===== src/rtl/af_pkg.sv =====
package af_pkg;
  localparam int unsigned CRC_W   = 32;
  localparam int unsigned HASH_W  = 6;
  localparam logic [CRC_W-1:0] CRC_POLY = 32'h04C1_1DB7;
  localparam logic [CRC_W-1:0] CRC_SEED = '1;

  // One serial step of the hashing CRC, MSB-side feedback.
  function automatic logic [CRC_W-1:0] crc_step(input logic [CRC_W-1:0] c, input logic d);
    logic fb;
    fb = c[CRC_W-1] ^ d;
    return {c[CRC_W-2:0], 1'b0} ^ (fb ? CRC_POLY : '0);
  endfunction

  // Filter index taken from the top of the CRC.
  function automatic logic [HASH_W-1:0] hash_of(input logic [CRC_W-1:0] c);
    return c[CRC_W-1 -: HASH_W];
  endfunction
endpackage


===== src/rtl/af_regs.sv =====
module af_regs #(
  parameter int unsigned NB    = 6,
  parameter int unsigned HB    = 8,
  parameter int unsigned AW    = 4,
  parameter int unsigned HBASE = 8
) (
  input  logic            clk,
  input  logic            rst_n,
  input  logic            we,
  input  logic [AW-1:0]   addr,
  input  logic [7:0]      wdata,
  output logic [8*NB-1:0] station_o,
  output logic [8*HB-1:0] filter_o
);
  for (genvar g = 0; g < NB; g++) begin : g_sta
    logic [7:0] q;
    always_ff @(posedge clk) begin
      if (!rst_n) q <= '0;
      else if (we && addr == AW'(g)) q <= wdata;
    end
    assign station_o[8*g +: 8] = q;
  end

  for (genvar g = 0; g < HB; g++) begin : g_flt
    logic [7:0] q;
    always_ff @(posedge clk) begin
      if (!rst_n) q <= '0;
      else if (we && addr == AW'(HBASE + g)) q <= wdata;
    end
    assign filter_o[8*g +: 8] = q;
  end
endmodule


===== src/rtl/af_crc_hash.sv =====
module af_crc_hash
  import af_pkg::*;
(
  input  logic              clk,
  input  logic              rst_n,
  input  logic              start,
  input  logic              take,
  input  logic              din,
  output logic [HASH_W-1:0] hash_o
);
  logic [CRC_W-1:0] crc_q;
  logic [CRC_W-1:0] crc_nxt;

  assign crc_nxt = crc_step(crc_q, din);
  // Index as the current bit enters; sampled by the top on the last bit.
  assign hash_o  = hash_of(crc_nxt);

  always_ff @(posedge clk) begin
    if (!rst_n)     crc_q <= CRC_SEED;
    else if (start) crc_q <= CRC_SEED;
    else if (take)  crc_q <= crc_nxt;
  end
endmodule


===== src/rtl/af_match.sv =====
module af_match #(
  parameter int unsigned NB = 6
) (
  input  logic            clk,
  input  logic            rst_n,
  input  logic            sof,
  input  logic            bit_vld,
  input  logic            bit_in,
  input  logic [8*NB-1:0] station,
  output logic            take,
  output logic            last_bit,
  output logic            byte_done,
  output logic            uni_ok,
  output logic            mcast_flag
);
  localparam int unsigned ABITS = 8 * NB;
  localparam int unsigned CW    = $clog2(ABITS);
  localparam int unsigned IW    = CW - 3;

  logic          active;
  logic [CW-1:0] cnt;
  logic [7:0]    sr;
  logic          mismatch;
  logic [7:0]    cur_byte;
  logic [IW-1:0] byte_idx;
  logic          byte_ok;

  assign take      = active && bit_vld && !sof;
  assign last_bit  = take && (cnt == CW'(ABITS - 1));
  assign byte_done = take && (cnt[2:0] == 3'b111);
  assign byte_idx  = cnt[CW-1:3];
  assign cur_byte  = {bit_in, sr[7:1]};
  assign byte_ok   = (cur_byte == station[{byte_idx, 3'b000} +: 8]);
  assign uni_ok    = !mismatch && byte_ok;

  always_ff @(posedge clk) begin
    if (!rst_n) begin
      active     <= 1'b0;
      cnt        <= '0;
      sr         <= '0;
      mismatch   <= 1'b0;
      mcast_flag <= 1'b0;
    end else if (sof) begin
      active     <= 1'b1;
      cnt        <= '0;
      mismatch   <= 1'b0;
      mcast_flag <= 1'b0;
    end else if (take) begin
      sr  <= cur_byte;
      cnt <= cnt + 1'b1;
      if (cnt == '0) mcast_flag <= bit_in;
      if (byte_done && !byte_ok) mismatch <= 1'b1;
      if (last_bit) active <= 1'b0;
    end
  end
endmodule


===== src/rtl/addr_filter.sv =====
module addr_filter
  import af_pkg::*;
#(
  parameter int unsigned NB = 6,
  parameter int unsigned AW = 4
) (
  input  logic          clk,
  input  logic          rst_n,
  input  logic          sof,
  input  logic          bit_vld,
  input  logic          bit_in,
  input  logic          cfg_we,
  input  logic [AW-1:0] cfg_addr,
  input  logic [7:0]    cfg_wdata,
  output logic          dec_vld,
  output logic          dec_accept,
  output logic          dec_mcast
);
  localparam int unsigned FBITS = 1 << HASH_W;
  localparam int unsigned HB    = FBITS / 8;

  logic [8*NB-1:0]   station;
  logic [FBITS-1:0]  filter;
  logic              take, last_bit, byte_done, uni_ok, mcast_flag;
  logic [HASH_W-1:0] hash_idx;
  logic              hash_hit;

  af_regs #(.NB(NB), .HB(HB), .AW(AW), .HBASE(8)) regs_i (
    .clk(clk), .rst_n(rst_n), .we(cfg_we), .addr(cfg_addr), .wdata(cfg_wdata),
    .station_o(station), .filter_o(filter)
  );

  af_match #(.NB(NB)) match_i (
    .clk(clk), .rst_n(rst_n), .sof(sof), .bit_vld(bit_vld), .bit_in(bit_in),
    .station(station), .take(take), .last_bit(last_bit), .byte_done(byte_done),
    .uni_ok(uni_ok), .mcast_flag(mcast_flag)
  );

  af_crc_hash crc_i (
    .clk(clk), .rst_n(rst_n), .start(sof), .take(take), .din(bit_in), .hash_o(hash_idx)
  );

  assign hash_hit = filter[hash_idx];

  always_ff @(posedge clk) begin
    if (!rst_n) begin
      dec_vld    <= 1'b0;
      dec_accept <= 1'b0;
      dec_mcast  <= 1'b0;
    end else begin
      dec_vld <= last_bit;
      if (sof) begin
        dec_accept <= 1'b0;
        dec_mcast  <= 1'b0;
      end else if (last_bit) begin
        dec_accept <= mcast_flag ? hash_hit : uni_ok;
        dec_mcast  <= mcast_flag;
      end
    end
  end
endmodule


===== config.mk =====
export PLATFORM = sky130hd
export DESIGN_NAME = addr_filter
export DESIGN_NICKNAME = d
export VERILOG_FILES = /design/src/rtl/af_pkg.sv /design/src/rtl/af_regs.sv /design/src/rtl/af_crc_hash.sv /design/src/rtl/af_match.sv /design/src/rtl/addr_filter.sv
export SDC_FILE = /design/constraint.sdc
export NUM_CORES = 1
export LEC_CHECK = 0
export ABC_AREA = 1
export BUFFER_PORTS_ARGS = -buffer_cell sky130_fd_sc_hd__buf_2
export CELL_PAD_IN_SITES_DETAIL_PLACEMENT = 1
export CELL_PAD_IN_SITES_GLOBAL_PLACEMENT = 1
export CORE_AREA = 2 2 138 140
export CTS_BUF_LIST = sky130_fd_sc_hd__clkbuf_16
export DETAILED_ROUTE_END_ITERATION = 10
export DIE_AREA = 0 0 140 142
export PLACE_DENSITY = 0.78
export SYNTH_ARGS = -nofsm -noshare
export SYNTH_HDL_FRONTEND = slang
export SYNTH_SLANG_ARGS = --single-unit

===== constraint.sdc =====
create_clock -name clk -period 3.21 [get_ports clk]
set_input_delay 0.4815 -clock clk [delete_from_list [all_inputs] [get_ports clk]]
set_output_delay 0.4815 -clock clk [all_outputs]
set_load 0.01 [all_outputs]

[Word level (Yosys, flattened, before mapping)]
Cells that the tools add are included.
Word-level totals
  register bits after elaboration: 164
  input port bits: 18
  output and inout bits: 3
  logic and storage cells: 85
Operators by class
  add/sub/neg operators: 1
  $lt $le $gt $ge: 1
  equality and inequality tests: 16
  shift operators: 1
  multiplexer cells: 7
  bitwise operators: 4
  reduce and logical (&&, ||, !) cells: 32
Operator list (count)
  $shiftx A48 B7 Y8: 1
  $eq A4 B4 Y1 const B: 8
  $xor A32 B32 Y32: 1
  $mux W27: 1
  $logic_and A1 B1 Y1: 20
  $eq A4 B2 Y1 const B: 2
  $eq A4 B3 Y1 const B: 2
  $eq A8 B8 Y1: 1
  $reduce_and A2 Y1: 4
  $lt A6 B7 Y1 const B: 1
  $add A6 B1 Y6 const B: 1
  $bmux W1 S6: 1
  $eq A6 B6 Y1 const B: 1
  $logic_not A6 Y1: 1
  $mux W1: 5
  $eq A4 B1 Y1 const B: 1
  $logic_not A4 Y1: 1
  $reduce_bool A2 Y1: 2
  $eq A3 B3 Y1 const B: 1
  $logic_not A1 Y1: 3
  $not A1 Y1: 2
  $reduce_or A2 Y1: 1
  $xor A1 B1 Y1: 1

[Logic depth before layout (Yosys ltp)]
  depth in word-level cells: 6
  depth in mapped cells: 15
  gate-level depth less buffers: 14

[Cells and area by module]
From an unflattened synthesis, not the netlist that was laid out.
Unflattened totals
  cells, all modules: 1220
  area, all modules: 7925.1 um2
By module, submodules not included
  af_regs: times used 1, cells each 650, area an instance 4352.9 um2, sequential area each 2242.2 um2
  af_crc_hash: times used 1, cells each 183, area an instance 1430.1 um2, sequential area each 640.6 um2
  af_match: times used 1, cells each 224, area an instance 1292.5 um2, sequential area each 320.3 um2
  addr_filter: times used 1, cells each 163, area an instance 849.6 um2, sequential area each 60.1 um2

[Worst setup path after synthesis]
Ideal clock, no wire load.
  kind: input port to flip-flop
  from: in bit_in
  to: reg dec_accept
  setup time: 122 ps
  data arrival time: 1568 ps
  required time: 3088 ps
  slack: 1521 ps
  stages: 13
  path buffers: 1
  cells stage by stage: inv_2 -> nand2_1 -> nand3_4 -> nand2_4 -> buf_6 -> o211ai_1 -> nand3_1 -> nand3_1 -> nand3_1 -> nand3_1 -> nand3_1 -> nand2_1 -> a21oi_2
Between the ends
  longest elaborated chain between the ends: 6
  elaborated cells on any way between the ends: 8
  those cells by class: 1 x eq/ne; 4 x mux; 2 x bitwise; 1 x reduce/logical
RTL lines
  from (decl): RTL line addr_filter.sv:11  | input logic bit_in,
  $xor A1 B1 Y1: RTL line af_pkg.sv:10  | fb = c[CRC_W-1] ^ d;
  $mux W27: RTL line af_pkg.sv:11  | return {c[CRC_W-2:0], 1'b0} ^ (fb ? CRC_POLY : '0);
  $xor A32 B32 Y32: RTL line af_pkg.sv:11
  $bmux W1 S6: RTL line addr_filter.sv:43  | assign hash_hit = filter[hash_idx];
  $mux W1 (implied by the code): RTL line addr_filter.sv:43
  $mux W1 (*): RTL line addr_filter.sv:56  | dec_accept <= mcast_flag ? hash_hit : uni_ok;
  to (signal assigned): RTL line addr_filter.sv:56
  to (decl): RTL line addr_filter.sv:16  | output logic dec_accept,
Mark *: on every way between the ends. The rest lies on a longest branch, timed or not. The select of a mux whose other input is x is not followed.
A chain may end at the register's enable or synchronous reset.

[Worst setup path after layout]
  from: reg crc_i.crc_q[31]
  to: reg dec_accept
Between the ends
  longest elaborated chain between the ends: 6
RTL lines
  from (decl): RTL line af_crc_hash.sv:11  | logic [CRC_W-1:0] crc_q;
  from (signal assigned): RTL line af_crc_hash.sv:21  | else if (take) crc_q <= crc_nxt;
  $xor A1 B1 Y1: RTL line af_pkg.sv:10
  $mux W27: RTL line af_pkg.sv:11
  $xor A32 B32 Y32: RTL line af_pkg.sv:11
  $bmux W1 S6: RTL line addr_filter.sv:43
  $mux W1 (implied by the code): RTL line addr_filter.sv:43
  $mux W1: RTL line addr_filter.sv:56
No other way between the ends. The select of a mux whose other input is x is not followed.

==> metrics.md <==
| Metric | Value |
|---|---|
| Leak Pwr | `3.30 nW` |
| TritonCTS clock tree | `yes` |
| Share of cells above drive strength 1 | `6.64%` |
| Min-Delay Path Depth | `3` |
| Area after DPL | `7410 µm²` |
| Period utilization | `69.7%` |
| Terminus of the critical flop-to-flop path | `dec_accept` |
| Post-synthesis sequential area ratio | `45.2%` |
| Slew margin rel. | `38.4%` |
| Mapped Cells | `1009` |
| RSZ-0062 raised after global routing | `no` |
| Cell Area, Synth | `7220 µm²` |
| Minimum clock period | `2.24 ns` |
| Via count | `6642` |
| Reg clk slew, reported paths | `0.06 ns` |
| Crit-path cells | `inv_1, nand2_1, nand3_4, nand2_4, nand2_1, nand3_1, nand3_1, nand3_1, nand3_1, nand3_1, nand3_1, nand2_1, a21oi_2` |
| Seq cells post-synth | `163` |
| Die area | `19900 µm²` |
| Hold-fix buffers, CTS | `0` |
| PD cells | `558 nW/µm²` |
| Reg2reg path depth | `13` |
| DP Cell Count | `1211` |
| Pre-Repair DR Iteration Count | `8` |
| Top cell type's share of synthesized area | `45.2%` |
| Clk buf depth | `2` |
| Post-CTS Setup Bufs | `0` |
| Slew Limit Fails | `0` |
| Placer Congestion | `0.778` |
| H-tree levels | `4` |
| Nets | `1017` |
| Yosys top cell by area | `dfxtp_1` |
| Drt total wl | `20800 µm` |
| FF-to-FF setup slack | `0.97 ns` |
| Kind of end point of the critical path | `flip-flop` |
| Residual DRC | `1` |
| Worst Hold Path EP | `match_i.active` |
| # rows | `50` |
| Failing checks | `DRC` |
| Initial antenna violation count | `0` |
| Final hold violations | `0` |
| GR Util All Layers | `21.7%` |
| Min-Delay Path Class | `in -> reg` |
| Post-CTS sizing | `0` |
| Synth cell types | `30` |
| IO Pins | `21` |
| Die height | `142 µm` |
| Hpwl dp | `13100 µm` |
| Vias in the first global route | `6606` |
| PortBufs | `20` |
| CTS sink cnt | `163` |
| N_diodes | `0` |
| Wire per inst | `16.7 µm` |
| Clk_skew | `0.0120 ns` |
| Top cell by count, worst path | `nand3_1` |
| Non-Filler Cell Area, Final | `8000 µm²` |
| DR iter-0 viols | `405` |
| Worst EP arrival | `2.56 ns` |
| VDD IR-drop max | `0.407 mV` |
| Worst-path maximum fanout | `37` |
| Synth warn | `0` |
| Fillcell total | `2316` |
| Worst slew pin tran | `0.924 ns` |
| Synth top area cells | `dfxtp_1 45%, o21ai_0 11%, a21oi_1 7.5%` |
| Final Setup Violations | `0` |
| Critical path type | `reg -> reg` |
| Net count after synthesis | `1030` |
| Crit path launch type | `flip-flop` |
| Total gr overflow | `0` |
| Initial Utilization | `39.1%` |
| Post-layout util | `43.4%` |
| First-pass GRT wire length | `34200 µm` |
| Detail Route Antenna Nets | `0` |
| Required time worst endpoint | `3.53 ns` |
| Setup tns final | `0 ns` |
| Maxcap violations | `0` |
| Pin count of the biggest net entering global routing | `113` |
| Hold wc startpoint | `sof` |
| Layout Cells excl Fill | `1243` |
| Post-Syn Area per Cell | `7.16 µm²` |
| TritonCTS Buffers | `17` |
| Die X | `140 µm` |
| Root Driver | `clkbuf_16` |
| Clock insertion delay at the later pin of the skew report | `0.43 ns` |
| Core area | `18500 µm²` |
| Outcome | `finished, violations left` |
| Post-DR vias/cell | `5.34` |
| Slowest stage delay, CP | `0.41 ns` |
| Reg-to-Reg Start | `crc_i.crc_q[31]` |
| Area growth, synth to finish | `10.8%` |
| CP max stage cell | `nand2_4` |
| Fmax | `447 MHz` |
cell usage after synthesis:
cell type and instances:
o211ai_1 8, o21ai_0 159, nand2_2 1, nand2_4 1, o221ai_1 12, nand3b_1 24
nand3_1 81, buf_6 3, ha_1 3, buf_1 1, nand4_1 3, o21a_1 1
xnor2_1 1, nor2_1 135, clkbuf_1 43, o21ai_1 9, clkinv_1 6, a21oi_1 108
dfxtp_1 163, buf_2 13, xor2_1 3, a21oi_2 1, inv_2 1, nand3_4 2
nand2_1 112, nor3_1 1, nor4_1 1, buf_4 3, nor2_2 2, inv_1 108
cells by family (layout without fill, tap and decap cells):
logic type,Yosys count,in the layout,share of synthesized area [%]
xor gates and xnor gates,4,4,0.485
and+or+nand+nor,363,363,22.3
DFF,163,163,45.2
buffers and inverters,178,178,9.94
adders and majority gates,3,3,0.520
AOI/OAI and AO/OA,298,298,21.6
where the power goes:
group | switching [mW] | total, mW | internal [mW]
registers | 0.0209 | 2.09 | 2.07
clock network | 0.850 | 2.06 | 1.21
logic | 0.225 | 0.315 | 0.0902
how the worst max path moves through the flow:
stage | startpoint | endpoint | slack [ns] | depth (start not counted)
4_1_cts | match_i.cnt[4] | dec_accept | 1.0 | 11
2_1_floorplan | bit_in | dec_accept | 1.52 | 13
3_3_place_gp | bit_in | dec_accept | 0.88 | 15
6_report | crc_i.crc_q[31] | dec_accept | 0.97 | 13
3_5_place_dp | bit_in | dec_accept | 0.80 | 15
5_1_grt | crc_i.crc_q[31] | dec_accept | 0.78 | 14
final cells by class:
| cell class | instances | area [µm²] | share of cell area (%) |
|---|---|---|---|
| Clock inverter | 15 | 164 | 2.05 |
| Clock buffer | 17 | 425 | 5.32 |
| Inverter | 115 | 432 | 5.39 |
| Sequential cell | 163 | 3260 | 40.8 |
| Multi-Input combinational cell | 668 | 3240 | 40.5 |
| Tap cell | 234 | 293 | 3.66 |
| Timing Repair Buffer | 31 | 183 | 2.28 |
registers in the layout (all words and copies together) (netlist names):
signal and flops:
crc_i.crc_q 32, regs_i.g_flt.q 64, regs_i.g_sta.q 48, match_i.mcast_flag 1, dec_mcast 1, match_i.sr 7, dec_vld 1, dec_accept 1
match_i.cnt 6, match_i.mismatch 1, match_i.active 1
layout by cell type (no fill, tap or decap), types with 8 or more instances in the layout:
cell type,count
o21ai_1,9
clkbuf_16,17
nand3b_1,24
o221ai_1,12
clkinv_1,10
nand3_1,81
inv_1,108
dfxtp_1,163
o211ai_1,8
buf_2,20
o21ai_0,159
buf_4,11
nor2_1,135
a21oi_1,108
nand2_1,112
worst max-delay path, delay by kind of cell (launching register included):
kind            cells  cell delay, ns
compound gates      1            0.05
buf+inv             1            0.08
flops               1            0.38
simple gates       11            1.58
per-stage QoR:
step           worst slack [ns]  hold slack, ns  total power [mW]
4_1_cts                   0.998           0.367              4.51
6_report                  0.973           0.386              4.47
2_1_floorplan              1.52           0.424              2.35
5_1_grt                   0.777           0.413              4.64
3_5_place_dp              0.797           0.439              2.45
3_3_place_gp              0.876           0.434              2.44
per-layer routing:
metal  wire, µm  up-vias  global-route usage, %
met3        592       28                   4.34
met2      10300       81                   38.4
met4        356        0                   6.65
met1       9500     3225                   26.8
met5          0        -                      0
li1           -     3308                      -
(Power assumes the default switching activity.)
